**config.mk**
```make
export PLATFORM = sky130hd
export DESIGN_NAME = tcam_hier_search
export DESIGN_NICKNAME = d
export VERILOG_FILES = /design/src/rtl/tcam_hs_pkg.sv /design/src/rtl/tcam_hs_tag_stage.sv /design/src/rtl/tcam_hs_row_cmp.sv /design/src/rtl/tcam_hs_group_pe.sv /design/src/rtl/tcam_hier_search.sv
export SDC_FILE = /design/constraint.sdc
export NUM_CORES = 1
export LEC_CHECK = 0
export ABC_AREA = 0
export CORE_AREA = 2 2 471 473
export CTS_BUF_LIST = sky130_fd_sc_hd__clkbuf_8
export DETAILED_ROUTE_END_ITERATION = 7
export DIE_AREA = 0 0 473 475
export DONT_BUFFER_PORTS = 1
export PLACE_DENSITY = 0.3
export REMOVE_ABC_BUFFERS = 1
export SYNTH_ARGS = -nofsm -noshare
export SYNTH_HDL_FRONTEND = slang
export SYNTH_SLANG_ARGS = --single-unit
export TNS_END_PERCENT = 10
```
**constraint.sdc**
```tcl
create_clock -name clk -period 6.7 [get_ports clk]
set_input_delay 1.675 -clock clk [delete_from_list [all_inputs] [get_ports clk]]
set_output_delay 1.675 -clock clk [all_outputs]
set_load 0.02 [all_outputs]
```
**src/rtl/tcam_hs_pkg.sv**
```systemverilog
package tcam_hs_pkg;

  // span code carried on srch_width: number of base entries = 1 << code
  typedef enum logic [1:0] {
    SPAN_1 = 2'd0,
    SPAN_2 = 2'd1,
    SPAN_4 = 2'd2,
    SPAN_8 = 2'd3
  } span_e;

  localparam int SPAN_CODES = 4;
  localparam int MAX_SPAN   = 1 << (SPAN_CODES - 1);
  localparam int SPAN_W     = $clog2(SPAN_CODES);

  function automatic int span_len(input logic [SPAN_W-1:0] code);
    return 1 << code;
  endfunction

endpackage

```
**src/rtl/tcam_hs_tag_stage.sv**
```systemverilog
module tcam_hs_tag_stage
  import tcam_hs_pkg::*;
#(
  parameter int NUM_BLK = 4,
  parameter int TAG_W   = 4,
  parameter int DW      = 16,
  parameter int KEY_W   = DW * MAX_SPAN
) (
  input  logic                     clk,
  input  logic                     rst_n,
  input  logic                     in_valid,
  input  logic                     in_filt_en,
  input  logic [TAG_W-1:0]         in_tag,
  input  logic [SPAN_W-1:0]        in_width,
  input  logic [KEY_W-1:0]         in_key,
  input  logic [DW-1:0]            in_gmask,
  input  logic [NUM_BLK*TAG_W-1:0] tbl_tag,
  output logic                     s1_valid,
  output logic [NUM_BLK-1:0]       s1_blk_en,
  output logic [SPAN_W-1:0]        s1_width,
  output logic [KEY_W-1:0]         s1_key,
  output logic [DW-1:0]            s1_gmask
);

  logic [NUM_BLK-1:0] tag_hit;
  logic [NUM_BLK-1:0] nxt_blk_en;

  // one tag comparator per block
  for (genvar b = 0; b < NUM_BLK; b++) begin : g_tag
    assign tag_hit[b] = (tbl_tag[b*TAG_W +: TAG_W] == in_tag);
  end

  always_comb begin
    nxt_blk_en = in_filt_en ? tag_hit : {NUM_BLK{1'b1}};
  end

  always_ff @(posedge clk or negedge rst_n) begin
    if (!rst_n) begin
      s1_valid <= 1'b0;
    end else begin
      s1_valid <= in_valid;
    end
  end

  // payload registers load only with a search
  always_ff @(posedge clk or negedge rst_n) begin
    if (!rst_n) begin
      s1_blk_en <= '0;
      s1_width  <= '0;
      s1_key    <= '0;
      s1_gmask  <= '0;
    end else if (in_valid) begin
      s1_blk_en <= nxt_blk_en;
      s1_width  <= in_width;
      s1_key    <= in_key;
      s1_gmask  <= in_gmask;
    end
  end

  // unfiltered search must open every block for the second stage
  assert_filter_off_all_R6: assert property (
    @(posedge clk) disable iff (!rst_n)
    ($past(in_valid) && !$past(in_filt_en)) |-> (&s1_blk_en)
  );

endmodule

```
**src/rtl/tcam_hs_row_cmp.sv**
```systemverilog
module tcam_hs_row_cmp #(
  parameter int DW = 16
) (
  input  logic          en,
  input  logic [DW-1:0] value,
  input  logic [DW-1:0] care,
  input  logic [DW-1:0] key,
  input  logic [DW-1:0] gmask,
  output logic          match
);

  logic [DW-1:0] miss_bits;

  always_comb begin
    miss_bits = care & (value ^ key) & ~gmask;
    match     = en & ~(|miss_bits);
  end

endmodule

```
**src/rtl/tcam_hs_group_pe.sv**
```systemverilog
module tcam_hs_group_pe
  import tcam_hs_pkg::*;
#(
  parameter int N     = 32,
  parameter int IDX_W = $clog2(N)
) (
  input  logic              clk,
  input  logic              rst_n,
  input  logic              in_valid,
  input  logic [SPAN_W-1:0] in_width,
  input  logic [N-1:0]      ent_match,
  output logic              res_valid,
  output logic              res_hit,
  output logic [IDX_W-1:0]  res_idx
);

  logic [N-1:0]     grp_all [SPAN_CODES];
  logic [N-1:0]     grp_sel;
  logic             any_hit;
  logic [IDX_W-1:0] win_idx;
  logic             nxt_valid;
  logic             nxt_hit;
  logic [IDX_W-1:0] nxt_idx;

  // one group-merge network per span code; the match lands on the span start
  for (genvar k = 0; k < SPAN_CODES; k++) begin : g_span
    localparam int W = 1 << k;
    logic [N-1:0] grp;
    always_comb begin
      grp = '0;
      for (int g = 0; g < N / W; g++) begin
        grp[g*W] = &ent_match[g*W +: W];
      end
    end
    assign grp_all[k] = grp;
  end

  always_comb begin
    grp_sel = grp_all[in_width];
  end

  // lowest index wins
  always_comb begin
    win_idx = '0;
    any_hit = 1'b0;
    for (int i = N - 1; i >= 0; i--) begin
      if (grp_sel[i]) begin
        win_idx = IDX_W'(i);
        any_hit = 1'b1;
      end
    end
  end

  always_comb begin
    nxt_valid = in_valid;
    nxt_hit   = in_valid & any_hit;
    nxt_idx   = (in_valid && any_hit) ? win_idx : '0;
  end

  always_ff @(posedge clk or negedge rst_n) begin
    if (!rst_n) begin
      res_valid <= 1'b0;
      res_hit   <= 1'b0;
      res_idx   <= '0;
    end else begin
      res_valid <= nxt_valid;
      res_hit   <= nxt_hit;
      res_idx   <= nxt_idx;
    end
  end

  assert_idx_aligned_R8: assert property (
    @(posedge clk) disable iff (!rst_n)
    res_hit |-> ((res_idx & IDX_W'(span_len($past(in_width)) - 1)) == '0)
  );

  assert_lowest_wins_R9: assert property (
    @(posedge clk) disable iff (!rst_n)
    res_hit |-> (($past(grp_sel) & ((N'(1) << res_idx) - N'(1))) == '0)
  );

endmodule

```
**src/rtl/tcam_hier_search.sv**
```systemverilog
module tcam_hier_search
  import tcam_hs_pkg::*;
#(
  parameter int NUM_BLK = 4,
  parameter int BLK_ENT = 8,
  parameter int DW      = 16,
  parameter int TAG_W   = 4,
  localparam int N      = NUM_BLK * BLK_ENT,
  localparam int IDX_W  = $clog2(N),
  localparam int KEY_W  = DW * MAX_SPAN
) (
  input  logic                     clk,
  input  logic                     rst_n,
  input  logic                     srch_valid,
  input  logic                     srch_filt_en,
  input  logic [TAG_W-1:0]         srch_tag,
  input  logic [SPAN_W-1:0]        srch_width,
  input  logic [KEY_W-1:0]         srch_key,
  input  logic [DW-1:0]            cfg_gmask,
  input  logic [NUM_BLK*TAG_W-1:0] tbl_tag,
  input  logic [N*DW-1:0]          tbl_value,
  input  logic [N*DW-1:0]          tbl_care,
  output logic                     res_valid,
  output logic                     res_hit,
  output logic [IDX_W-1:0]         res_idx
);

  localparam int LANE_W = $clog2(MAX_SPAN);

  logic               s1_valid;
  logic [NUM_BLK-1:0] s1_blk_en;
  logic [SPAN_W-1:0]  s1_width;
  logic [KEY_W-1:0]   s1_key;
  logic [DW-1:0]      s1_gmask;
  logic [N-1:0]       ent_match;
  logic [LANE_W-1:0]  lane_mask;

  // stage 1: tag compare per block, capture of the search
  tcam_hs_tag_stage #(
    .NUM_BLK (NUM_BLK),
    .TAG_W   (TAG_W),
    .DW      (DW),
    .KEY_W   (KEY_W)
  ) u_tag (
    .clk        (clk),
    .rst_n      (rst_n),
    .in_valid   (srch_valid),
    .in_filt_en (srch_filt_en),
    .in_tag     (srch_tag),
    .in_width   (srch_width),
    .in_key     (srch_key),
    .in_gmask   (cfg_gmask),
    .tbl_tag    (tbl_tag),
    .s1_valid   (s1_valid),
    .s1_blk_en  (s1_blk_en),
    .s1_width   (s1_width),
    .s1_key     (s1_key),
    .s1_gmask   (s1_gmask)
  );

  always_comb begin
    lane_mask = LANE_W'(span_len(s1_width) - 1);
  end

  // stage 2: wide compare, gated per block by the stage-1 result
  for (genvar e = 0; e < N; e++) begin : g_ent
    localparam int BLK  = e / BLK_ENT;
    localparam int LANE = e % MAX_SPAN;
    logic [LANE_W-1:0] slice_sel;
    logic [DW-1:0]     key_slice;
    logic              row_en;

    always_comb begin
      slice_sel = LANE_W'(LANE) & lane_mask;
      key_slice = s1_key[slice_sel*DW +: DW];
      row_en    = s1_valid & s1_blk_en[BLK];
    end

    tcam_hs_row_cmp #(
      .DW (DW)
    ) u_row (
      .en    (row_en),
      .value (tbl_value[e*DW +: DW]),
      .care  (tbl_care[e*DW +: DW]),
      .key   (key_slice),
      .gmask (s1_gmask),
      .match (ent_match[e])
    );
  end

  tcam_hs_group_pe #(
    .N     (N),
    .IDX_W (IDX_W)
  ) u_pe (
    .clk       (clk),
    .rst_n     (rst_n),
    .in_valid  (s1_valid),
    .in_width  (s1_width),
    .ent_match (ent_match),
    .res_valid (res_valid),
    .res_hit   (res_hit),
    .res_idx   (res_idx)
  );

  assert_two_cycle_result_R2: assert property (
    @(posedge clk) disable iff (!rst_n)
    res_valid == $past(srch_valid, 2)
  );

  // a winner must sit in a block the first stage opened
  assert_winner_in_open_block_R5: assert property (
    @(posedge clk) disable iff (!rst_n)
    res_hit |-> (|(($past(s1_blk_en) >> (res_idx / BLK_ENT)) & NUM_BLK'(1)))
  );

  assert_miss_idx_zero_R10: assert property (
    @(posedge clk) disable iff (!rst_n)
    (res_valid && !res_hit) |-> (res_idx == '0)
  );

endmodule

```
==> impl_metrics.toml <==
[drt]
ant_nets = 0
drt_first_iter_violations = 2323
routedWlPerCell_um = 50.8
vias = 24500
via_per_inst = 4.34
drcViolationCount = 0
dr.pass1.iters = 5
drt-total-wl_um = 286000

[clock_network]
clk_pin_slew_worst_paths_ps = 120
clock-sinks = 158
cts_setup_buffers = 0
clk_path_buf_depth = 2
htreeDepth = 4
holdBufCountCts = 0
root_buffer = "clkbuf_8"
clk_latency_ps = 710
cts-buffers-inserted = 17
cts_tree = "done"
post_cts_resized = 0

[sta]
slew_headroom = 0.122
fin_tns_setup_ps = 0
max_freq_mhz = 183
finalSetupViolations = 0
tightest_slew_ps = 1310
min_period_ps = 5470
setup_ws_ps = 1230
drv_slew = 0
hold_viol_final = 0
fin_skew_ps = 34.1
rsz0062_at_grt = "false"
period_share = 0.817

[power]
peakVddDrop_uv = 162
switching_power_mw = 2.93
power.leakage_nw = 9.08
p_int_mw = 2.40
total_power_mw = 5.33
p_seq_frac = 0.265
p_sw_frac = 0.550
pwr_density_cell_nw_per_um2 = 198
combPwrFrac = 0.562
clkPwrFrac = 0.173

[worst_setup_path]
cp_max_fo = 33
cp_slowest_stage_delay_ps = 1000
crit_required_ps = 7290
path_buf_inv = 2
slowest_stage = "dfrtp_4"
path_class = "flip-flop to flip-flop"
rr_startpoint = "u_tag.s1_width[0]"
crit_arrival_ps = 6060
crit_family = "simple AND/OR/NAND/NOR gates"
r2r_end = "u_pe.res_idx[3]"
cp-start-kind = "flip-flop"
reg2reg_depth = 13
crit_path_end_kind = "flip-flop"
reg2reg_slack_ps = 1230
cp_cell_sequence = "buf_4 -> a21boi_0 -> nor2_1 -> xnor2_1 -> a32o_1 -> nor4_1 -> buf_4 -> nand3_1 -> nor4_1 -> o221ai_1 -> nand2_1 -> nor2_1 -> a211oi_1"

[layout]
area_delta_synth_final_pct = 22.1
final_cell_mix = "xnor2_1 (328), xor2_1 (278), nand3_1 (235), buf_4 (173), mux2_2 (130)"
fillCellCount = 25300
nets = 3830
final_common_cell = "xnor2_1"
final_layout_size_suffix_gt1_frac = 0.179

[die]
pin_count = 1201
die_area_um2 = 225000
fp.dieW_um = 473
die_y_um = 475
start_util = 0.101
core_area_um2 = 219000
num_rows = 172

[run_status]
outcome = "completed"

[min_path]
hp-start = "u_tag.s1_key[65]"
hold_path_class = "flip-flop to flip-flop"
whs_endpoint = "u_tag.s1_key[65]"
whs_path_depth = 1

[synth]
syn_avg_cell_area_um2 = 8.49
synth-edff-count = 0
synthCells = 2600
async_flop_share = 1.00
synth.distinct_cells = 91
synth-main-ff-cell = "dfrtp_1"
syn-cell-area_um2 = 22100
synth_seq_area_share = 0.179
ys_warn_count = 0
synth_seq_cells = 158

[global_routing]
grt_pass1_wl_um = 339000
antenna_found_initial = 177
grt_max_degree = 177
grt_usage = 0.245
grt_pass1_vias = 23900
gr-total-overflow = 0

[placement]
dp_hpwl_um = 246000
place_congestion = 0.938
dp_slack_ps = 1150
numPortBuffers = 0

[flow_run]
drv_cap = 0
-- per-layer routing --
metal | global-route usage | part of all wire
met1 | 0.278 | 0.38
met2 | 0.403 | 0.46
met5 | 0.0149 | 0.0022
met3 | 0.103 | 0.11
met4 | 0.0999 | 0.044
-- layout make-up --
cell class	count	area (µm²)	share of cell area
well taps	2871	3590	0.133
clock inverters	15	134	0.00497
clock buffers	17	234	0.00869
inverters	51	191	0.00711
diodes	109	273	0.0101
multi-input cells	2233	17200	0.638
repair buffers	175	1340	0.0497
flip-flops and latches	158	4000	0.148
-- cells by family after synthesis --
group	Yosys count	share of synthesized area
buf+inv	209	0.0451
simple gates	929	0.244
compound gates	408	0.141
mux	286	0.148
fa+ha+maj	3	0.00142
xor+xnor	607	0.241
flops	158	0.179
-- worst register-to-register path, stage by stage (launching register included) --
cell and delay [ps]:
dfrtp_4 1000, buf_4 620, a21boi_0 250, nor2_1 840
xnor2_1 130, a32o_1 310, nor4_1 560, buf_4 230
nand3_1 270, nor4_1 390, o221ai_1 280, nand2_1 180
nor2_1 50, a211oi_1 250
-- synthesized netlist by cell type, types with 29 or more instances --
cell | instances | area [µm²]
xnor2_1 | 328 | 2870
xor2_1 | 278 | 2430
nand3_1 | 235 | 1180
dfrtp_1 | 158 | 3950
mux2_2 | 130 | 1460
mux2i_1 | 129 | 1290
nand2_1 | 125 | 469
clkbuf_1 | 101 | 379
and3_1 | 88 | 551
nor2b_1 | 88 | 551
nand4_1 | 80 | 500
o21ai_0 | 72 | 360
nor2_1 | 69 | 259
a31oi_1 | 47 | 294
nor3b_1 | 47 | 353
a21oi_1 | 45 | 225
inv_1 | 43 | 161
a32o_1 | 37 | 370
o22ai_1 | 32 | 200
nor4_1 | 29 | 181
-- flip-flops by register name, indices dropped and copies added (netlist names) --
name,cells
u_tag.s1_blk_en,4
u_tag.s1_valid,1
u_pe.res_hit,1
u_tag.s1_width,2
u_pe.res_valid,1
u_tag.s1_gmask,16
u_tag.s1_key,128
u_pe.res_idx,5
-- power groups by stage --
stage / clock network (mW) / registers, mW / logic, mW
global placement: 0 / 1.45 / 3.02
CTS: 0.980 / 1.43 / 3.02
finish: 0.921 / 1.41 / 3.00
floorplan: 0 / 1.26 / 1.48
global route: 0.987 / 1.42 / 3.14
detailed placement: 0 / 1.45 / 3.01
-- per-stage QoR --
step                hold slack, ps  std cells  cell area (µm²)   util
floorplan                      424       2442            21300      -
global placement               485       5488            26300  0.120
detailed placement             489       5488            26300  0.120
CTS                            518       5520            26700  0.122
global route                   532       5576            26800  0.122
finish                         516       5629            26900  0.123
-- worst max-delay path by stage --
| stage | start | end | slack, ps | cells after the start |
|---|---|---|---|---|
| after floorplan | u_tag.s1_width[1] | u_pe.res_idx[0] | -2410 | 11 |
| after global placement | u_tag.s1_width[0] | u_pe.res_idx[1] | 1130 | 13 |
| after detailed placement | u_tag.s1_width[0] | u_pe.res_idx[1] | 1150 | 13 |
| after CTS | u_tag.s1_width[0] | u_pe.res_idx[3] | 1100 | 13 |
| after global routing | u_tag.s1_width[0] | u_pe.res_idx[1] | 970 | 13 |
| final | u_tag.s1_width[0] | u_pe.res_idx[3] | 1230 | 13 |
(Power assumes the default switching activity.)
